--- src/rtl/grp_irq_pkg.sv ---
package grp_irq_pkg;
  localparam int NSRC    = 32;
  localparam int IDX_W   = $clog2(NSRC);
  localparam int N_GRP   = 3;
  localparam int ADDR_W  = 2;
  localparam logic [ADDR_W-1:0] MASK_ADDR = 2'd0;
  localparam logic [ADDR_W-1:0] STAT_ADDR = 2'd1;
  // edge-latched source positions: 16, 22, 28
  localparam logic [NSRC-1:0] EDGE_BITS = (NSRC'(1) << 16) | (NSRC'(1) << 22) | (NSRC'(1) << 28);

  // bit selection for group g: audio 0-7, misc 8-15, super-I/O 16-31
  function automatic logic [NSRC-1:0] grp_sel(input int g);
    logic [NSRC-1:0] s;
    s = '0;
    for (int i = 0; i < NSRC; i++) begin
      case (g)
        0:       s[i] = (i < 8);
        1:       s[i] = (i >= 8) && (i < 16);
        default: s[i] = (i >= 16);
      endcase
    end
    return s;
  endfunction

  // lowest set bit index, 0 when empty
  function automatic logic [IDX_W-1:0] lowest_set(input logic [NSRC-1:0] v);
    logic [IDX_W-1:0] r;
    r = '0;
    for (int i = NSRC-1; i >= 0; i--) begin
      if (v[i]) r = IDX_W'(i);
    end
    return r;
  endfunction
endpackage

--- src/rtl/grp_irq_mask.sv ---
module grp_irq_mask
  import grp_irq_pkg::*;
(
  input  logic            clk,
  input  logic            rst_n,
  input  logic            mask_wr,
  input  logic [NSRC-1:0] wdata,
  output logic [NSRC-1:0] mask_o
);
  logic [NSRC-1:0] mask_q;

  always_ff @(posedge clk or negedge rst_n) begin
    if (!rst_n)       mask_q <= '0;
    else if (mask_wr) mask_q <= wdata;
  end

  assign mask_o = mask_q;

  p_mask_write_r2: assert property (@(posedge clk) disable iff (!rst_n)
    mask_wr |=> (mask_o == $past(wdata)));
endmodule

--- src/rtl/grp_irq_status.sv ---
module grp_irq_status
  import grp_irq_pkg::*;
(
  input  logic            clk,
  input  logic            rst_n,
  input  logic [NSRC-1:0] src,
  input  logic            stat_wr,
  input  logic [NSRC-1:0] wdata,
  output logic [NSRC-1:0] stat_o,
  output logic [NSRC-1:0] rise_o
);
  logic [NSRC-1:0] src_q;
  logic [NSRC-1:0] edge_q;
  logic [NSRC-1:0] clr_vec;

  assign rise_o  = src & ~src_q & EDGE_BITS;
  assign clr_vec = stat_wr ? ~wdata : '0;

  always_ff @(posedge clk or negedge rst_n) begin
    if (!rst_n) begin
      src_q  <= '0;
      edge_q <= '0;
    end else begin
      src_q  <= src;
      edge_q <= EDGE_BITS & (rise_o | (edge_q & ~clr_vec));
    end
  end

  assign stat_o = (edge_q & EDGE_BITS) | (src & ~EDGE_BITS);

  for (genvar i = 0; i < NSRC; i++) begin : g_chk
    if (EDGE_BITS[i]) begin : g_edge
      p_edge_hold_r4: assert property (@(posedge clk) disable iff (!rst_n)
        (stat_o[i] && !(stat_wr && !wdata[i])) |=> stat_o[i]);
      p_edge_wins_r7: assert property (@(posedge clk) disable iff (!rst_n)
        rise_o[i] |=> stat_o[i]);
      p_edge_clear_r5: assert property (@(posedge clk) disable iff (!rst_n)
        (stat_wr && !wdata[i] && !rise_o[i]) |=> !stat_o[i]);
    end
  end
endmodule

--- src/rtl/grp_irq_select.sv ---
module grp_irq_select
  import grp_irq_pkg::*;
(
  input  logic             clk,
  input  logic             rst_n,
  input  logic [NSRC-1:0]  pend,
  output logic [N_GRP-1:0] grp_o,
  output logic             valid_o,
  output logic [IDX_W-1:0] idx_o
);
  for (genvar g = 0; g < N_GRP; g++) begin : g_grp
    localparam logic [NSRC-1:0] SEL = grp_sel(g);
    assign grp_o[g] = |(pend & SEL);
  end

  assign valid_o = |pend;
  assign idx_o   = valid_o ? lowest_set(pend) : '0;

  p_valid_groups_r8: assert property (@(posedge clk) disable iff (!rst_n)
    valid_o == (|grp_o));
  p_idx_pending_r9: assert property (@(posedge clk) disable iff (!rst_n)
    valid_o |-> pend[idx_o]);
  p_idx_lowest_r9: assert property (@(posedge clk) disable iff (!rst_n)
    valid_o |-> ((pend & ~({NSRC{1'b1}} << idx_o)) == '0));
  p_idx_idle_r9: assert property (@(posedge clk) disable iff (!rst_n)
    !valid_o |-> (idx_o == '0));
endmodule

--- src/rtl/grp_irq_ctrl.sv ---
module grp_irq_ctrl
  import grp_irq_pkg::*;
(
  input  logic              clk,
  input  logic              rst_n,
  input  logic [31:0]       src_i,
  input  logic              reg_we_i,
  input  logic [1:0]        reg_addr_i,
  input  logic [31:0]       reg_wdata_i,
  output logic [31:0]       reg_rdata_o,
  output logic [2:0]        grp_irq_o,
  output logic              svc_valid_o,
  output logic [4:0]        svc_idx_o
);
  logic            mask_wr;
  logic            stat_wr;
  logic [NSRC-1:0] mask;
  logic [NSRC-1:0] stat;
  logic [NSRC-1:0] rise;
  logic [NSRC-1:0] pend;

  assign mask_wr = reg_we_i && (reg_addr_i == MASK_ADDR);
  assign stat_wr = reg_we_i && (reg_addr_i == STAT_ADDR);

  grp_irq_mask u_mask (
    .clk(clk), .rst_n(rst_n), .mask_wr(mask_wr), .wdata(reg_wdata_i), .mask_o(mask)
  );

  grp_irq_status u_stat (
    .clk(clk), .rst_n(rst_n), .src(src_i), .stat_wr(stat_wr),
    .wdata(reg_wdata_i), .stat_o(stat), .rise_o(rise)
  );

  assign pend = stat & mask;

  grp_irq_select u_sel (
    .clk(clk), .rst_n(rst_n), .pend(pend),
    .grp_o(grp_irq_o), .valid_o(svc_valid_o), .idx_o(svc_idx_o)
  );

  always_comb begin
    case (reg_addr_i)
      MASK_ADDR: reg_rdata_o = mask;
      STAT_ADDR: reg_rdata_o = stat;
      default:   reg_rdata_o = '0;
    endcase
  end

  // masked sources never reach the summary outputs
  p_masked_quiet_r10: assert property (@(posedge clk) disable iff (!rst_n)
    (mask == '0) |-> (grp_irq_o == '0 && !svc_valid_o));
  p_rise_sets_r4: assert property (@(posedge clk) disable iff (!rst_n)
    (|rise) |=> ((stat & $past(rise)) == $past(rise)));
endmodule

--- config.mk ---
export PLATFORM = sky130hd
export DESIGN_NAME = grp_irq_ctrl
export DESIGN_NICKNAME = d
export VERILOG_FILES = /design/src/rtl/grp_irq_pkg.sv /design/src/rtl/grp_irq_mask.sv /design/src/rtl/grp_irq_status.sv /design/src/rtl/grp_irq_select.sv /design/src/rtl/grp_irq_ctrl.sv
export SDC_FILE = /design/constraint.sdc
export NUM_CORES = 1
export LEC_CHECK = 0
export BUFFER_PORTS_ARGS = -buffer_cell sky130_fd_sc_hd__clkbuf_2
export CAP_MARGIN = 20
export CORE_UTILIZATION = 46
export CTS_CLUSTER_DIAMETER = 50
export CTS_CLUSTER_SIZE = 28
export DETAILED_ROUTE_END_ITERATION = 10
export GPL_ROUTABILITY_DRIVEN = 0
export PLACE_DENSITY = 0.77
export SYNTH_ARGS = -nofsm -noshare
export SYNTH_HDL_FRONTEND = slang
export SYNTH_HIERARCHICAL = 1
export SYNTH_SLANG_ARGS = --single-unit
--- constraint.sdc ---
create_clock -name clk -period 1.57 [get_ports clk]
set_input_delay 0.0785 -clock clk [delete_from_list [all_inputs] [get_ports clk]]
set_output_delay 0.0785 -clock clk [all_outputs]
set_load 0.03 [all_outputs]
Yosys cells after proc, flatten, opt, wreduce, memory -nomap -nowiden
Index checks and enable logic that the tools add are counted.
Word-level totals
  bits in registers: 64
  bits of input ports: 69
  word-level logic and storage cells: 54
Operators by class
  equality and inequality tests: 1
  mux-type cells: 35
  bitwise operators: 8
  reductions and logical operators: 7
Operators with widths (count)
  $mux W5: 33
  $not A29 Y29: 3
  $pmux W32 S2: 1
  $and A29 B29 Y29: 2
  $and A32 B32 Y32: 1
  $or A29 B32 Y32: 1
  $reduce_or A32 Y1: 1
  $mux W29: 1
  $or A29 B29 Y29: 1
  $reduce_or A16 Y1: 1
  $reduce_or A8 Y1: 2
  $eq A2 B1 Y1 const B: 1
  $logic_and A1 B1 Y1: 2
  $logic_not A2 Y1: 1

Longest topological paths before layout
  word-level depth: 35
  mapped depth: 8
  gate-level depth less buffers: 7

Cells and area by module
The synthesis kept the hierarchy.
Modules (own cells, without submodules)
  grp_irq_mask: times used 1, cells an instance 68, area an instance 1345.0 um2, sequential area each 800.8 um2
  grp_irq_ctrl: times used 1, cells an instance 106, area an instance 775.7 um2, sequential area each 0.0 um2
  grp_irq_status: times used 1, cells an instance 74, area an instance 671.9 um2, sequential area each 150.1 um2
  grp_irq_select: times used 1, cells an instance 66, area an instance 410.4 um2, sequential area each 0.0 um2

Worst setup path before layout
OpenSTA, ideal clock, no wires.
  path type: register to output
  start: register u_mask.mask_q[4] (netlist: u_mask/mask_o[4])
  end: output port svc_idx_o[4]
  data arrival time: 2031 ps
  required time: 1492 ps
  path slack: -540 ps
  cell stages (with the launch flop): 5
  buffers on the path: 0
  cell sequence: dfrtp_1 -> and2_1 -> nor4_1 -> nand2_1 -> nor3b_1
Between the ends
  longest elaborated chain between the ends: 7
  elaborated cells between the ends (all ways): 8
  those cells by class: mux (6); bitwise (1); reduce/logical (1)
RTL lines
  start, declared: RTL line grp_irq_mask.sv:10  | logic [NSRC-1:0] mask_q;
  start signal, assigned: RTL line grp_irq_mask.sv:14  | else if (mask_wr) mask_q <= wdata;
  $and A32 B32 Y32 (*): RTL line grp_irq_ctrl.sv:34  | assign pend = stat & mask;
  via pend[4]: RTL line grp_irq_ctrl.sv:20  | logic [NSRC-1:0] pend;
  $mux W5 (5 in series): RTL line grp_irq_pkg.sv:30  | if (v[i]) r = IDX_W'(i);
  $mux W5 (*): RTL line grp_irq_select.sv:17  | assign idx_o = valid_o ? lowest_set(pend) : '0;
  end, declared: RTL line grp_irq_ctrl.sv:13  | output logic [4:0] svc_idx_o
The timed path passes the listed nets; every way through them passes the cells marked *.

Final worst setup path
  start: register u_mask.mask_q[9] (netlist: u_mask/mask_o[9])
  end: output port svc_idx_o[1]
Between the ends
  longest elaborated chain between the ends: 12
  elaborated cells between the ends (all ways): 13
  those cells by class: mux (11); bitwise (1); reduce/logical (1)
RTL lines (RTL line)
  $and A32 B32 Y32 (*): grp_irq_ctrl.sv:34
  via pend[9]: grp_irq_ctrl.sv:20
  $mux W5 (10 in series): grp_irq_pkg.sv:30
  $mux W5 (*): grp_irq_select.sv:17
Marks and branches as above.

==> out/qor.yml <==
status:
  status: "complete, but fails checks"
  violations: "negative setup slack"
timing:
  report.final.slew_viol_count: 0
  worst_slew_pin_slew_ns: 0.519
  fin_crit_sh: 1.41
  finalCriticalPeriod_ns: 2.21
  setup_viol: 9
  rsz0062_at_grt: "yes"
  fin_ws_ns: -0.641
  fmax_mhz: 452
  tns_ns: -4.31
  skew_ns: 0.00697
  hold_violations: 0
  slew_headroom: 0.654
run:
  maxCapViolations: 0
floorplan:
  die_h_um: 82.5
  core-area_sq_um: 6100
  die_area_sq_um: 6810
  start_util: 0.489
  pin_count: 110
  rows: 28
  fp.dieW_um: 82.5
worst_setup_path:
  critical_path_class: "register to output pin"
  r2r_start: "u_mask/mask_o[8]"
  crit_buf_inv: 1
  crit_family: "simple AND/OR/NAND/NOR gates"
  cp_cell_sequence: "and2_2, nor4_4, nand2_2, nor3_4, a2111o_1, a31oi_4, buf_8"
  cp_max_fo: 4
  max_stage_delay_ns: 0.40
  rrSetupSlack_ns: 0.54
  start_kind: "register"
  arrival_ns: 2.13
  rr_worst_depth: 3
  end_kind: "output pin"
  reg2reg_to: "u_mask/mask_o[8]"
  cp.required_ns: 1.49
  slowest_stage: "dfrtp_1"
final_layout:
  drive_gt1_frac: 0.601
  syn_to_final_growth_pct: 48.5
  fin_area_sq_um: 4430
  multiInputGateArea_sq_um: 1830
  num_antenna_cells: 0
  stdcell_count: 529
  nets: 522
  fill_cells: 424
  seq_area_sq_um: 951
routing:
  routed_wl_um: 8190
  dr_wl_met3_um: 420
  wl_met2_um: 4170
  top_layer: "met4"
  ant_nets: 0
  dr.pass1.iters: 4
  viasPerCell: 5.08
  drc_errors: 0
  num_vias: 2686
  wl_met1_um: 3450
  wl_per_cell_um: 15.5
  first_iter_violations: 96
power_and_ir_drop:
  leakage_nw: 2.25
  ir_worst_vdd_v: 0.000597
  power.density_nw_per_um2: 1020
grt:
  antenna_found_initial: 0
  grt_max_degree: 34
  groute.usage.overall: 0.239
  grt_pass1_vias: 2653
  grt_pass1_wl_um: 12200
  grt.overflow.total: 0
clock_tree:
  cts_tree: "yes"
  clkTransAtPathRegs_ns: 0.08
  clockBufferDepth: 2
  clkSinkCount: 38
  numCtsBuffers: 5
  clkLatencyLatePin_ns: 0.31
  htree_levels: 2
  cts_root_buf: "clkbuf_8"
placement:
  dp_worst_setup_slack_ns: -0.277
  dp_cells: 491
  dp_hpwl_um: 5790
  placed_area_sq_um: 3850
  port_buffers: 109
synthesis:
  netlist_area_sq_um: 2980
  netlist_instances: 284
  syn_avg_cell_area_sq_um: 10.5
  synth_warnings: 6
  syn-num-nets: 353
hold_path:
  min-delay-start: "reg_wdata_i[29]"
  holdPathEnd: "u_mask/mask_o[29]"
  hold_depth: 2
  hp-class: "primary input to register"
## power by group
| part | total [mW] | internal [mW] | switching [mW] |
|---|---|---|---|
| sequential | 1.24 | 1.15 | 0.0922 |
| combinational | 2.22 | 1.18 | 1.04 |
| clock | 1.04 | 0.637 | 0.399 |
## sequential cells by signal, indices dropped and copies added, names as in the netlist
register,flops
u_stat/edge_q,3
u_stat/src_q,3
u_mask/mask_o,32
## cell usage in the layout, fill, tap and decap left out, drive strengths merged, types with 2 or more instances in the layout
| master | n |
|---|---|
| clkbuf | 107 |
| buf | 85 |
| nor2 | 41 |
| dfrtp | 38 |
| mux2i | 32 |
| mux2 | 32 |
| and2 | 32 |
| dlygate4sd3 | 16 |
| nor4 | 10 |
| nor3 | 8 |
| inv | 7 |
| a21oi | 6 |
| nand2 | 5 |
| nor2b | 5 |
| nand2b | 3 |
| a21o | 3 |
| nor3b | 3 |
| a31oi | 3 |
| o21ai | 3 |
| bufinv | 2 |
| o31ai | 2 |
| a2111oi | 2 |
## stage by stage
stage / hold slack (ns) / total power [mW] / util
floorplan: -0.217 / 2.48 / -
global placement: 0.0554 / 3.10 / 0.631
detailed placement: 0.0724 / 3.16 / 0.631
CTS: 0.000768 / 4.39 / 0.705
global route: 0.000766 / 4.72 / 0.726
finish: 0.00502 / 4.50 / 0.726
## routing by layer
| metal | vias up | global-route usage |
|---|---|---|
| li1 | 1293 | - |
| met1 | 1274 | 0.277 |
| met2 | 102 | 0.436 |
| met3 | 17 | 0.0549 |
| met4 | 0 | 0.0741 |
| met5 | - | 0 |
## final cells by class
cell class / count / share of cell area
multi-input combinational: 198 / 0.413
timing repair buffer: 203 / 0.314
sequential: 38 / 0.215
tap: 75 / 0.0212
clock buffer: 5 / 0.0155
clock inverter: 3 / 0.0155
inverter: 7 / 0.00594
## worst max path at each step
stage,from,end,cells after the start,slack [ns]
global route,u_mask/mask_o[12],svc_idx_o[1],7,-0.74
CTS,u_mask/mask_o[8],svc_idx_o[1],6,-0.57
floorplan,u_mask/mask_o[22],svc_idx_o[0],7,-0.15
global placement,u_mask/mask_o[28],svc_idx_o[0],7,-0.21
finish,u_mask/mask_o[9],svc_idx_o[1],7,-0.64
detailed placement,u_mask/mask_o[28],svc_idx_o[1],6,-0.28
## what timing repair did
| item | 4_1_cts | 5_1_grt |
|---|---|---|
| setup endpoints to repair | 9 | 9 |
| hold buffers | 14 | 2 |
| buffers inserted | 6 | 10 |
| hold endpoints to repair | 30 | 2 |
| pin swaps | 15 | 13 |
| gates resized for setup | 36 | 20 |
No activity file was read; power rests on OpenSTA's default activity.
